[src/rtl/clkcfg_pkg.sv]
`timescale 1ns/1ps
// Shared constants for the clock configuration register: the field layout
// and the lock source of each field. Assumes fields never straddle a byte lane.
package clkcfg_pkg;
    localparam int CFG_W    = 19;  // implemented bits, the rest read zero
    localparam int NFIELD   = 7;
    localparam int CODE_W   = 4;
    localparam int FACTOR_W = 5;

    // lock sources: index into the lock vector built in the top
    localparam int LK_NONE = 0;
    localparam int LK_MAIN = 1;
    localparam int LK_B    = 2;
    localparam int LK_C    = 3;
    localparam int NLOCK   = 4;

    // field order: div A ratio, div B ratio, mul B, mul C, div A src, aud0, aud1
    localparam int FLD_LSB  [NFIELD] = '{0, 4, 8, 12, 16, 17, 18};
    localparam int FLD_W    [NFIELD] = '{4, 4, 4, 4, 1, 1, 1};
    localparam int FLD_LOCK [NFIELD] = '{LK_NONE, LK_NONE, LK_B, LK_C,
                                         LK_MAIN, LK_NONE, LK_NONE};

    localparam int POS_MULB = 8;
    localparam int POS_MULC = 12;
endpackage

[src/rtl/clkcfg_bus_dec.sv]
`timescale 1ns/1ps
// Bus decoder: turns one access into per-lane write enables and a read hit.
// Assumes a single-cycle bus with no wait states.
module clkcfg_bus_dec #(
    parameter int                  ADDR_W = 8,
    parameter int                  LANES  = 4,
    parameter logic [ADDR_W-1:0]   OFFSET = 8'h2C
) (
    input  logic              sel,
    input  logic              wr,
    input  logic [ADDR_W-1:0] addr,
    input  logic [LANES-1:0]  strb,
    output logic [LANES-1:0]  lane_we,
    output logic              rd_hit
);
    logic hit;

    // Address match for this register.
    always_comb hit = sel && (addr == OFFSET);

    // Lane enables for writes and hit for reads.
    always_comb begin
        lane_we = (hit && wr) ? strb : '0;
        rd_hit  = hit && !wr;
    end
endmodule

[src/rtl/clkcfg_field.sv]
`timescale 1ns/1ps
// One storage field: loads on its lane enable unless its lock is held.
// Assumes the lock input is already synchronous to clk.
module clkcfg_field #(
    parameter int W = 4
) (
    input  logic         clk,
    input  logic         rst_n,
    input  logic         we,
    input  logic         lock,
    input  logic [W-1:0] d,
    output logic [W-1:0] q
);
    // Storage with reset to zero and a lock-gated load.
    always_ff @(posedge clk) begin
        if (!rst_n)
            q <= '0;
        else if (we && !lock)
            q <= d;
    end
endmodule

[src/rtl/clkcfg_mul_dec.sv]
`timescale 1ns/1ps
// Multiplier decoder: maps a 4-bit code onto a sparse factor table.
// Reserved codes give factor 0 with ok low.
module clkcfg_mul_dec
    import clkcfg_pkg::*;
(
    input  logic [CODE_W-1:0]   code,
    output logic [FACTOR_W-1:0] factor,
    output logic                ok
);
    // Table lookup: a run of contiguous codes plus two sparse entries.
    always_comb begin
        factor = '0;
        ok     = 1'b0;
        if (code >= 4'd6 && code <= 4'd12) begin
            factor = {1'b0, code} + 5'd2;
            ok     = 1'b1;
        end else if (code == 4'd14) begin
            factor = 5'd16;
            ok     = 1'b1;
        end else if (code == 4'd15) begin
            factor = 5'd20;
            ok     = 1'b1;
        end
    end
endmodule

[src/rtl/clkcfg_lockreg.sv]
`timescale 1ns/1ps
// Clock configuration register with per-field write locks tied to PLL run
// state. It decodes both multiplier codes. Assumes the PLL status inputs are
// synchronous to clk and the bus is single-cycle.
module clkcfg_lockreg
    import clkcfg_pkg::*;
#(
    parameter int                ADDR_W = 8,
    parameter int                DATA_W = 32,
    parameter logic [ADDR_W-1:0] OFFSET = 8'h2C
) (
    input  logic                clk,
    input  logic                rst_n,
    input  logic                bus_sel,
    input  logic                bus_wr,
    input  logic [ADDR_W-1:0]   bus_addr,
    input  logic [DATA_W-1:0]   bus_wdata,
    input  logic [DATA_W/8-1:0] bus_wstrb,
    output logic [DATA_W-1:0]   bus_rdata,
    input  logic                pll_main_on,
    input  logic                pll_b_on,
    input  logic                pll_c_on,
    output logic                aud0_clk_sel,
    output logic                aud1_clk_sel,
    output logic                diva_src_sel,
    output logic [3:0]          diva_ratio,
    output logic [3:0]          divb_ratio,
    output logic [FACTOR_W-1:0] mulb_factor,
    output logic                mulb_ok,
    output logic                mulb_err,
    output logic [FACTOR_W-1:0] mulc_factor,
    output logic                mulc_ok,
    output logic                mulc_err
);
    localparam int LANES = DATA_W / 8;

    logic [LANES-1:0] lane_we;
    logic             rd_hit;
    logic [NLOCK-1:0] lock_vec;
    logic [CFG_W-1:0] cfg_q;

    clkcfg_bus_dec #(.ADDR_W(ADDR_W), .LANES(LANES), .OFFSET(OFFSET)) u_dec (
        .sel     (bus_sel),
        .wr      (bus_wr),
        .addr    (bus_addr),
        .strb    (bus_wstrb),
        .lane_we (lane_we),
        .rd_hit  (rd_hit)
    );

    // Lock vector indexed by each field's lock source.
    always_comb lock_vec = {pll_c_on, pll_b_on, pll_main_on, 1'b0};

    // One storage field per table entry, enabled by the lane it sits in.
    for (genvar f = 0; f < NFIELD; f++) begin : g_fld
        localparam int LSB = FLD_LSB[f];
        localparam int W   = FLD_W[f];
        clkcfg_field #(.W(W)) u_fld (
            .clk   (clk),
            .rst_n (rst_n),
            .we    (lane_we[LSB/8]),
            .lock  (lock_vec[FLD_LOCK[f]]),
            .d     (bus_wdata[LSB +: W]),
            .q     (cfg_q[LSB +: W])
        );
    end

    // Two multiplier decoders built from one template.
    logic [CODE_W-1:0]   mul_code [2];
    logic [FACTOR_W-1:0] mul_fac  [2];
    logic                mul_ok   [2];

    always_comb begin
        mul_code[0] = cfg_q[POS_MULB +: CODE_W];
        mul_code[1] = cfg_q[POS_MULC +: CODE_W];
    end

    for (genvar m = 0; m < 2; m++) begin : g_mul
        clkcfg_mul_dec u_md (
            .code   (mul_code[m]),
            .factor (mul_fac[m]),
            .ok     (mul_ok[m])
        );
    end

    // Same-cycle read mux: the zero-extended word on a hit, else zero.
    always_comb bus_rdata = rd_hit ? {{(DATA_W-CFG_W){1'b0}}, cfg_q} : '0;

    // Direct field outputs and decoded factors.
    always_comb begin
        diva_ratio   = cfg_q[3:0];
        divb_ratio   = cfg_q[7:4];
        diva_src_sel = cfg_q[16];
        aud0_clk_sel = cfg_q[17];
        aud1_clk_sel = cfg_q[18];
        mulb_factor  = mul_fac[0];
        mulb_ok      = mul_ok[0];
        mulb_err     = !mul_ok[0];
        mulc_factor  = mul_fac[1];
        mulc_ok      = mul_ok[1];
        mulc_err     = !mul_ok[1];
    end
endmodule

[config.mk]
export PLATFORM = sky130hd
export DESIGN_NAME = clkcfg_lockreg
export DESIGN_NICKNAME = d
export VERILOG_FILES = /design/src/rtl/clkcfg_pkg.sv /design/src/rtl/clkcfg_bus_dec.sv /design/src/rtl/clkcfg_field.sv /design/src/rtl/clkcfg_mul_dec.sv /design/src/rtl/clkcfg_lockreg.sv
export SDC_FILE = /design/constraint.sdc
export NUM_CORES = 1
export LEC_CHECK = 0
export BUFFER_PORTS_ARGS = -buffer_cell sky130_fd_sc_hd__clkbuf_2
export CAP_MARGIN = 25
export CORE_ASPECT_RATIO = 0.9
export CORE_UTILIZATION = 40
export CTS_CLUSTER_DIAMETER = 30
export DETAILED_ROUTE_END_ITERATION = 8
export GPL_ROUTABILITY_DRIVEN = 0
export GPL_TIMING_DRIVEN = 0
export MAX_ROUTING_LAYER = met4
export PLACE_DENSITY = 0.9
export SKIP_CTS_REPAIR_TIMING = 1
export SYNTH_ARGS = -nofsm -noshare
export SYNTH_HDL_FRONTEND = slang
export SYNTH_SLANG_ARGS = --single-unit
[constraint.sdc]
create_clock -name clk -period 1.87 [get_ports clk]
set_input_delay 0.0935 -clock clk [delete_from_list [all_inputs] [get_ports clk]]
set_output_delay 0.0935 -clock clk [all_outputs]
set_load 0.05 [all_outputs]
==> results of run 1 <==
==> worst max-delay path, delay by kind of cell (launching register included) <==
family	cells	cell delay [ns]
flops	1	0.44
buf+inv	2	0.32
simple gates	2	0.28
compound gates	1	0.20
fa+ha+maj	1	0.18
==> layout by cell type (no fill, tap or decap), types with 3 or more instances in the layout <==
cell type / synthesis / layout
clkbuf_1: 8 / 8
nor2_1: 3 / 3
buf_4: 21 / 23
nand2b_1: 3 / 3
clkbuf_8: 0 / 3
nand3b_1: 4 / 4
nand2_1: 45 / 45
dfxtp_1: 19 / 19
conb_1: 1 / 13
clkbuf_2: 0 / 79
ha_1: 3 / 3
and2_1: 23 / 23
nor4_4: 4 / 4
mux2i_1: 22 / 22
==> metrics by stage <==
stage / setup slack [ns] / hold WS, ns / total power, mW / instances
final: 0.104 / 0.0641 / 0.852 / 318
after global routing: 0.0145 / 0.0762 / 0.886 / 318
after CTS: -0.249 / 0.0608 / 0.857 / 316
after detailed placement: -0.242 / 0.330 / 0.576 / 312
after global placement: -0.189 / 0.324 / 0.573 / 312
after floorplan: 0.151 / 0.236 / 0.530 / 189
==> synth_stat cells, types with 2 or more instances <==
master / instances
mux2i_1: 22
a21oi_1: 2
nand2_1: 45
buf_4: 21
and2_1: 23
nor4_4: 4
nand2b_1: 3
o21ai_0: 4
inv_1: 2
nor2b_1: 2
o22ai_1: 2
dfxtp_1: 19
ha_1: 3
clkbuf_1: 8
nand3b_1: 4
and3_1: 2
nor2_1: 3
==> cells by family after synthesis <==
logic type,after synthesis,share of synthesized area (%)
and+or+nand+nor,90,36.5
AOI/OAI and AO/OA,10,4.28
DFF,19,26.6
muxes,22,15.4
other,1,0.262
adders and majority gates,3,2.62
buffers and inverters,32,14.4
==> report_power, final <==
group	switching [mW]	internal (mW)	leakage [nW]	total [mW]
sequential	0.000100	0.404	0.153	0.404
combinational	0.105	0.0579	0.833	0.162
clock	0.134	0.151	0.0228	0.285
total	0.238	0.613	1.01	0.852
==> worst paths after layout <==
check,depth (start not counted),from,end,slack [ns]
worst max-delay path,6,g_fld[3].u_fld.q[1],mulc_err,0.10
worst min-delay path,3,bus_wdata[0],g_fld[0].u_fld.q[0],0.06
worst max register to register,3,g_fld[2].u_fld.q[3],g_fld[2].u_fld.q[3],0.94
worst min register to register,2,g_fld[6].u_fld.q,g_fld[6].u_fld.q,0.47
==> routing by layer <==
| metal | track usage (%) | vias to the layer above | part of all wire, % |
|---|---|---|---|
| met5 | - | - | 0 |
| met4 | 5.28 | 0 | 0.72 |
| met3 | 2.71 | 4 | 5.5 |
| met2 | 33.3 | 50 | 50 |
| met1 | 21.5 | 646 | 44 |
| li1 | - | 751 | - |
==> area by class of cell <==
type                    instances  area, um^2  share of cell area [%]
plain buffers                  30         200                    10.1
multi-input cells             138         893                    44.8
flip-flops and latches         19         380                    19.1
well taps                      44        55.1                    2.76
clock buffers                   4        45.0                    2.26
inverters                       2        7.51                   0.377
repair buffers                 81         410                    20.6
==> metrics.md, run 1 <==
| Metric | Value |
|---|---|
| Status | `finished clean` |
| Die Span X | `65.1 um` |
| Startpoint Class | `register` |
| Detailed Route Iter0 Violations | `34` |
| Initial Util | `42.1%` |
| DRC | `0` |
| Reg clk slew, reported paths | `0.07 ns` |
| First-pass iteration count of the detailed router | `4` |
| Worst-Skew Late Latency | `0.25 ns` |
| Leak pwr | `1.01 nW` |
| Seq/Total Area, Yosys | `26.6%` |
| PD cells | `428 nW/um^2` |
| Placed inst area | `1930 um^2` |
| CP max stage delay | `0.44 ns` |
| Final hold vios | `0` |
| Asr flop ratio synth | `0%` |
| Max cap viols | `0` |
| Worst vdd ir | `0.248 mV` |
| Setup TNS | `0 ns` |
| Post-synth top flop | `dfxtp_1` |
| Synth Instances | `177` |
| Antenna diodes | `0` |
| IO Count | `108` |
| Post-route cell area | `1990 um^2` |
| Layout cell share with drive strength beyond 1 | `41.6%` |
| Core area | `3400 um^2` |
| WL/cell | `10.4 um` |
| # rows | `20` |
| ANT nets after route | `0` |
| Slowest-stage cell, CP | `dfxtp_1` |
| Worst path arrival time | `1.67 ns` |
| RSZ-0062 raised after global routing | `no` |
| Post-DP HPWL | `2.67 mm` |
| Number of enable flip-flop cells after synthesis | `0` |
| P&R area growth vs syn | `39.2%` |
| Max Slew Vio Count | `0` |
| Port Buf Inserts | `79` |
| Max reg flops | `19` |
| Slew @ Worst Pin | `0.723 ns` |
| Post-Route WL | `3.32 mm` |
| Crit-path max FO | `7` |
| Grt ovf | `0` |
| CP endpoint kind | `primary output` |
| Layout Skew | `0 ns` |
| Vias in the first global route | `1306` |
| Yosys Warn Count | `0` |
| Worst path required time | `1.78 ns` |
| Most flop-heavy register | `g_fld.u_fld.q` |
| Chip height | `58.8 um` |
| Class of the worst hold path | `in -> reg` |
| Tmin final | `1.77 ns` |
| Via count | `1451` |
| # clock sinks | `19` |
| First-pass GRT wire length | `5.46 mm` |
| Worst relative slew slack | `51.4%` |
| CTS Buf Count | `3` |
| Share of the synthesized area in the top cell type | `26.6%` |
| Largest regs | `g_fld.u_fld.q: 19 flops` |
| Setup-failing EPs final | `0` |
| Post-synth top area cell | `dfxtp_1` |
| CTS Buffer Depth | `2` |
| Synth cell types | `25` |
| Via density | `4.56` |
| Largest cells by area after synthesis | `dfxtp_1 27%, mux2i_1 15%, nand2_1 12%` |
| Final net count | `329` |
| Post-synthesis register bit count | `19` |
| Largest net degree at the start of global routing | `11` |
| Final Core Density | `58.5%` |
| Tcrit/Tclk final | `94.4%` |
| Total GRT Usage | `18.5%` |
| CTS tree | `yes` |
| Initial antenna violation count | `0` |
| Root buf cell | `clkbuf_8` |
| Die Footprint | `3820 um^2` |
| Syn avg cell area | `8.09 um^2` |
| Max Clock Freq | `566 MHz` |
| Crit-path cells | `inv_1, ha_1, nor2b_1, o21ai_2, and2_1, buf_2` |
| # fillers | `345` |
| Area of the mapped netlist | `1430 um^2` |
| Worst setup path class | `reg -> out` |
| H-tree depth | `1` |
(Power assumes the default switching activity.)
==> run 2, diff against run 1 <==
- PLACE_DENSITY: 0.9 -> 0.91
- SYNTH_HIERARCHICAL: not set -> 1
==> metrics.md, run 2 <==
| Metric | Value |
|---|---|
| Antenna diodes | `0 (unchanged)` |
| CTS Buf Count | `3 (unchanged)` |
| R2r startpoint | `g_fld[2].u_fld/q[2]` |
| Class of the worst hold path | `in -> reg` |
| Reg2reg setup slack | `1.11 ns (+0.17 ns)` |
| Post-DP HPWL | `2.62 mm (-1.9%)` |
| Most flop-heavy register | `g_fld.u_fld/q` |
| Final hold vios | `0 (unchanged)` |
| CTS Buffer Depth | `2 (unchanged)` |
| Worst setup path class | `in -> out` |
| Worst-Skew Late Latency | `0.26 ns (about the same)` |
| Tmin final | `1.80 ns (+0.0390 ns)` |
| Worst path buffer plus inverter count | `3 (+1)` |
| Reg clk slew, reported paths | `0.08 ns (about the same)` |
| Worst-case reg-to-reg path depth | `2 (-1)` |
| Startpoint Class | `input port` |
| Layout cell share with drive strength beyond 1 | `49.5% (+7.8 points)` |
| Initial antenna violation count | `0 (unchanged)` |
| Reg power frac | `47.8% (+0.3 points)` |
| Crit-path cells | `clkbuf_2, or4b_4, nor4_4, buf_4, and2_2, clkbuf_2` |
| Most common cell after layout, fill and taps aside | `clkbuf_2` |
| Grt ovf | `0 (unchanged)` |
| Critical path's top delay family | `simple AND/OR/NAND/NOR gates` |
| Syn avg cell area | `8.02 um^2 (-0.83%)` |
| Largest regs | `g_fld.u_fld/q: 19 flops` |
| Via density | `4.36 (-4.4%)` |
| Switch Pwr | `0.236 mW (-0.97%)` |
| Top cell by count, worst path | `clkbuf_2` |
| # fillers | `314 (-9.0%)` |
| Vias in the first global route | `1198 (-8.3%)` |
| Post-Route WL | `3.17 mm (-4.6%)` |
| Crit-path max FO | `7 (unchanged)` |
| Tcrit/Tclk final | `96.5% (+2.1 points)` |
| Chip height | `57.5 um (-2.1%)` |
| CP endpoint kind | `primary output` |
| Worst reg2reg path endpoint | `g_fld[2].u_fld/q[2]` |
| CTS tree | `yes` |
| Final Core Density | `62.1% (+3.6 points)` |
| WHS Endpoint | `g_fld[3].u_fld/q[1]` |
| PD cells | `431 nW/um^2 (+0.86%)` |
| IO Count | `108 (unchanged)` |
| Port Buf Inserts | `80 (+1.3%)` |
| Detailed Route Iter0 Violations | `27 (-21%)` |
| Area of the mapped netlist | `1370 um^2 (-4.2%)` |
| First-pass iteration count of the detailed router | `4 (unchanged)` |
| Status | `finished clean` |
| Initial Util | `43.4% (+1.3 points)` |
| Slowest-stage cell, CP | `or4b_4` |
| Layout Skew | `0 ns (unchanged)` |
| Final net count | `329 (unchanged)` |
| Leak pwr | `1.01 nW (about the same)` |
| Largest net degree at the start of global routing | `13 (+2)` |
| Root buf cell | `clkbuf_8` |
| DRC | `0 (unchanged)` |
| Switching Share | `27.9% (-0.10 points)` |
| Logic pwr share | `18.0% (-1.1 points)` |
| Via count | `1374 (-5.3%)` |
| Placed inst area | `1880 um^2 (-2.2%)` |
| Die Span X | `63.7 um (-2.1%)` |
| Max Slew Vio Count | `0 (unchanged)` |
| Final Power | `0.847 mW (-0.60%)` |
| Clk pwr share | `34.2% (+0.8 points)` |
| Worst path required time | `1.78 ns (about the same)` |
| Worst vdd ir | `0.500 mV (+100%)` |
| CP max stage delay | `0.57 ns (+0.13 ns)` |
| Worst path arrival time | `1.71 ns (+0.04 ns)` |
| Max cap viols | `0 (unchanged)` |
| H-tree depth | `1 (unchanged)` |
| Setup-failing EPs final | `0 (unchanged)` |
| WL/cell | `10.1 um (-3.7%)` |
| Total GRT Usage | `17.7% (-0.84 points)` |
| Max Clock Freq | `554 MHz (-2.2%)` |
| # rows | `19 (-5.0%)` |
| Most frequent cells in the layout | `87 x clkbuf_2, 42 x nand2_1, 21 x mux2i_1` |
| Yosys Warn Count | `6 (+6)` |
| ANT nets after route | `0 (unchanged)` |
| Pint | `0.611 mW (-0.45%)` |
| First-pass GRT wire length | `5.02 mm (-8.2%)` |
| Synth Instances | `171 (-3.4%)` |
| Max reg flops | `19 (unchanged)` |
| Post-route cell area | `1960 um^2 (-1.4%)` |
| # clock sinks | `19 (unchanged)` |
| Die Footprint | `3670 um^2 (-4.1%)` |
| Core area | `3160 um^2 (-7.1%)` |
| Worst Min Path Start | `bus_wdata[13]` |
| P&R area growth vs syn | `43.2%` |
| Hold path depth | `3 (unchanged)` |
[run 2: cell type report]
cell class / instances / area (um^2) / share of cell area, %
clock inverters: 1 / 7.51 / 0.382
repair buffers: 82 / 418 / 21.3
well taps: 42 / 52.6 / 2.68
plain buffers: 22 / 149 / 7.58
clock buffers: 3 / 41.3 / 2.10
multi-input cells: 139 / 885 / 45.1
flip-flops and latches: 19 / 384 / 19.6
inverters: 7 / 26.3 / 1.34
[run 2: power by group through the flow]
stage               Sequential [mW]  Clock, mW  Combinational, mW
floorplan                     0.414          0              0.105
CTS                           0.404      0.305              0.150
global route                  0.404      0.314              0.164
finish                        0.404      0.290              0.152
detailed placement            0.414          0              0.150
global placement              0.414          0              0.148
[run 2: stage by stage]
stage	setup WS (ns)	hold WS, ns	TNS [ns]	instances
floorplan	0.0834	0.236	0	187
finish	0.0651	0.0520	0	315
global placement	-0.382	0.326	-6.38	309
detailed placement	-0.448	0.330	-7.74	309
CTS	-0.446	0.0434	-7.65	313
global route	-0.00963	0.0660	-0.0397	315
[run 2: layer usage]
layer	share of wire (%)	track usage (%)	vias to the layer above	wire length [um]
met1	42	19.4	607	1320
met4	0	1.95	0	0
met5	0	-	-	0
met3	5.3	4.20	0	168
met2	53	33.1	41	1680
li1	-	-	726	-
[run 2: worst max-delay path by stage]
stage                     cells after the start  slack, ns         from            end
after global routing                          6      -0.01  bus_addr[6]   bus_rdata[6]
after CTS                                     6      -0.45  bus_addr[6]   bus_rdata[7]
final                                         6       0.07  bus_addr[6]   bus_rdata[5]
after floorplan                               4       0.08  bus_addr[6]  bus_rdata[13]
after detailed placement                      6      -0.45  bus_addr[6]   bus_rdata[7]
after global placement                        6      -0.38  bus_addr[6]   bus_rdata[7]
[run 2: tightest hold or removal path, delay by kind of cell]
| family | cells | cell delay [ns] |
|---|---|---|
| mux | 1 | 0.06 |
| buf+inv | 1 | 0.08 |
| simple gates | 1 | 0.04 |
==> run 3, diff against run 2 <==
- ABC_AREA: not set -> 1
- CORE_MARGIN: not set -> 2
- PLACE_DENSITY: 0.91 -> 0.89
==> metrics.md, run 3 <==
| Metric | Value |
|---|---|
| Worst vdd ir | `0.214 mV (-57%)` |
| Final Core Density | `56.9% (-5.2 points)` |
| Root buf cell | `clkbuf_8` |
| CTS Buf Count | `3 (unchanged)` |
| Startpoint Class | `register` |
| Max cap viols | `0 (unchanged)` |
| Switching Share | `27.8% (-0.077 points)` |
| Port Buf Inserts | `80 (unchanged)` |
| Fin cells | `397 (+26%)` |
| Cell total after placement | `393 (+27%)` |
| Slew @ Worst Pin | `0.685 ns` |
| Initial Util | `41.2% (-2.1 points)` |
| Pre-CTS WS | `0.327 ns (+0.775 ns)` |
| Max Clock Freq | `585 MHz (+5.6%)` |
| Hold path depth | `5 (+2)` |
| Worst setup path class | `reg -> out` |
| CP endpoint kind | `primary output` |
| First-pass GRT wire length | `5.30 mm (+5.6%)` |
| Detailed Route Iter0 Violations | `45 (+67%)` |
| Layout Skew | `0 ns (unchanged)` |
| Worst Min Path Start | `bus_wdata[17]` |
| H-tree depth | `1 (unchanged)` |
| Crit-path max FO | `6 (-1)` |
| Largest net degree at the start of global routing | `20 (+7)` |
| Layout cell share with drive strength beyond 1 | `38.7% (-11 points)` |
| Worst path arrival time | `1.62 ns (-0.09 ns)` |
| Reg2reg setup slack | `1.18 ns (+0.07 ns)` |
| Worst reg2reg path endpoint | `g_fld[2].u_fld/q[1]` |
| Setup TNS | `0 ns (unchanged)` |
| Final net count | `407 (+24%)` |
| ANT nets after route | `0 (unchanged)` |
| Tmin final | `1.71 ns (-0.0956 ns)` |
| Placed inst area | `2030 um^2 (+7.8%)` |
| Final hold vios | `0 (unchanged)` |
| WHS Endpoint | `g_fld[5].u_fld/q` |
| Chip height | `62.2 um (+8.1%)` |
| Worst relative slew slack | `54.2%` |
| Area of the mapped netlist | `1510 um^2 (+9.9%)` |
| Most common cell after layout, fill and taps aside | `clkbuf_2` |
| WL/cell | `8.22 um (-18%)` |
| Setup-failing EPs final | `0 (unchanged)` |
| Most flop-heavy register | `g_fld.u_fld/q` |
| Leak pwr | `1.33 nW (+31%)` |
| Post-Route WL | `3.26 mm (+2.9%)` |
| Initial antenna violation count | `0 (unchanged)` |
| Post-route cell area | `2080 um^2 (+5.9%)` |
| Syn avg cell area | `6.05 um^2 (-25%)` |
| R2r startpoint | `g_fld[2].u_fld/q[1]` |
| Logic pwr share | `19.0% (+1.0 points)` |
| Class of the worst hold path | `in -> reg` |
| CTS Buffer Depth | `2 (unchanged)` |
| Most frequent cells in the layout | `80 x clkbuf_2, 61 x inv_1, 49 x nand2_1` |
| P&R area growth vs syn | `38.0%` |
| Die Footprint | `4270 um^2 (+17%)` |
| PD cells | `407 nW/um^2 (-5.7%)` |
| Via density | `4.02 (-8.0%)` |
| Worst-Skew Late Latency | `0.25 ns (about the same)` |
| CTS tree | `yes` |
| Pint | `0.610 mW (about the same)` |
| Post-DP HPWL | `2.77 mm (+5.9%)` |
| Clk pwr share | `33.1% (-1.1 points)` |
| Worst path required time | `1.78 ns (about the same)` |
| Via count | `1594 (+16%)` |
| Antenna diodes | `0 (unchanged)` |
| Worst-case reg-to-reg path depth | `2 (unchanged)` |
| First-pass iteration count of the detailed router | `4 (unchanged)` |
| DRC | `0 (unchanged)` |
| Storage cell area | `380 um^2 (-0.98%)` |
| Core area | `3650 um^2 (+16%)` |
| IO Count | `108 (unchanged)` |
| # fillers | `373 (+19%)` |
| Tcrit/Tclk final | `91.4% (-5.1 points)` |
| Max reg flops | `19 (unchanged)` |
| Yosys Warn Count | `6 (unchanged)` |
| Total GRT Usage | `16.1% (-1.5 points)` |
| Grt ovf | `0 (unchanged)` |
| Reg clk slew, reported paths | `0.07 ns (about the same)` |
| Largest regs | `g_fld.u_fld/q: 19 flops` |
| Die Span X | `68.7 um (+7.8%)` |
| # rows | `21 (+2)` |
| Status | `finished clean` |
| RSZ-0062 raised after global routing | `no` |
| Switch Pwr | `0.235 mW (-0.44%)` |
| Synth Instances | `249 (+46%)` |
| # clock sinks | `19 (unchanged)` |
| Max Slew Vio Count | `0 (unchanged)` |
| Reg power frac | `47.9% (about the same)` |
| Final setup margin | `0.161 ns (+0.0956 ns)` |
| Vias in the first global route | `1358 (+13%)` |
| Area used by multi-input combinational logic | `803 um^2 (-9.2%)` |
[run 3: worst max path at each step]
stage	startpoint	end	cells past startpoint
after floorplan	g_fld[2].u_fld/q[1]	mulb_err	7
after global placement	bus_addr[4]	g_fld[2].u_fld/q[3]	10
after detailed placement	bus_addr[4]	g_fld[1].u_fld/q[1]	10
after CTS	g_fld[3].u_fld/q[1]	mulc_err	8
after global routing	g_fld[2].u_fld/q[1]	mulb_err	8
final	g_fld[2].u_fld/q[1]	mulb_err	8
[run 3: worst max-delay path, cell delays in order (launching register included)]
cell	delay [ns]
dfxtp_1	0.45
inv_2	0.09
ha_1	0.20
nand2_1	0.10
nand2_4	0.07
nand2_4	0.08
o21ai_2	0.07
inv_1	0.05
clkbuf_2	0.26
[run 3: power groups by stage]
stage | sequential [mW] | clock [mW] | combinational, mW
detailed placement | 0.414 | 0 | 0.159
CTS | 0.404 | 0.293 | 0.160
finish | 0.405 | 0.280 | 0.160
global placement | 0.414 | 0 | 0.157
global route | 0.404 | 0.312 | 0.175
floorplan | 0.414 | 0 | 0.113
[run 3: final cells by class]
| type | count | area share (%) |
|---|---|---|
| well taps | 46 | 2.77 |
| clock inverters | 1 | 0.241 |
| plain buffers | 15 | 6.20 |
| inverters | 69 | 12.6 |
| multi-input cells | 164 | 38.7 |
| clock buffers | 3 | 1.99 |
| flip-flops and latches | 19 | 18.3 |
| repair buffers | 80 | 19.3 |
[run 3: stage by stage]
step                      hold WS (ns)  power (mW)
after floorplan                  0.214       0.527
final                            0.130       0.845
after global placement           0.381       0.571
after CTS                        0.128       0.857
after detailed placement         0.393       0.573
after global routing             0.136       0.892
[run 3: per-layer routing]
metal	track usage [%]	up-vias	share of wire, %
met3	2.17	2	5.0
met1	17.7	667	41
li1	-	882	-
met5	-	-	0
met4	4.41	0	0.83
met2	29.4	43	53
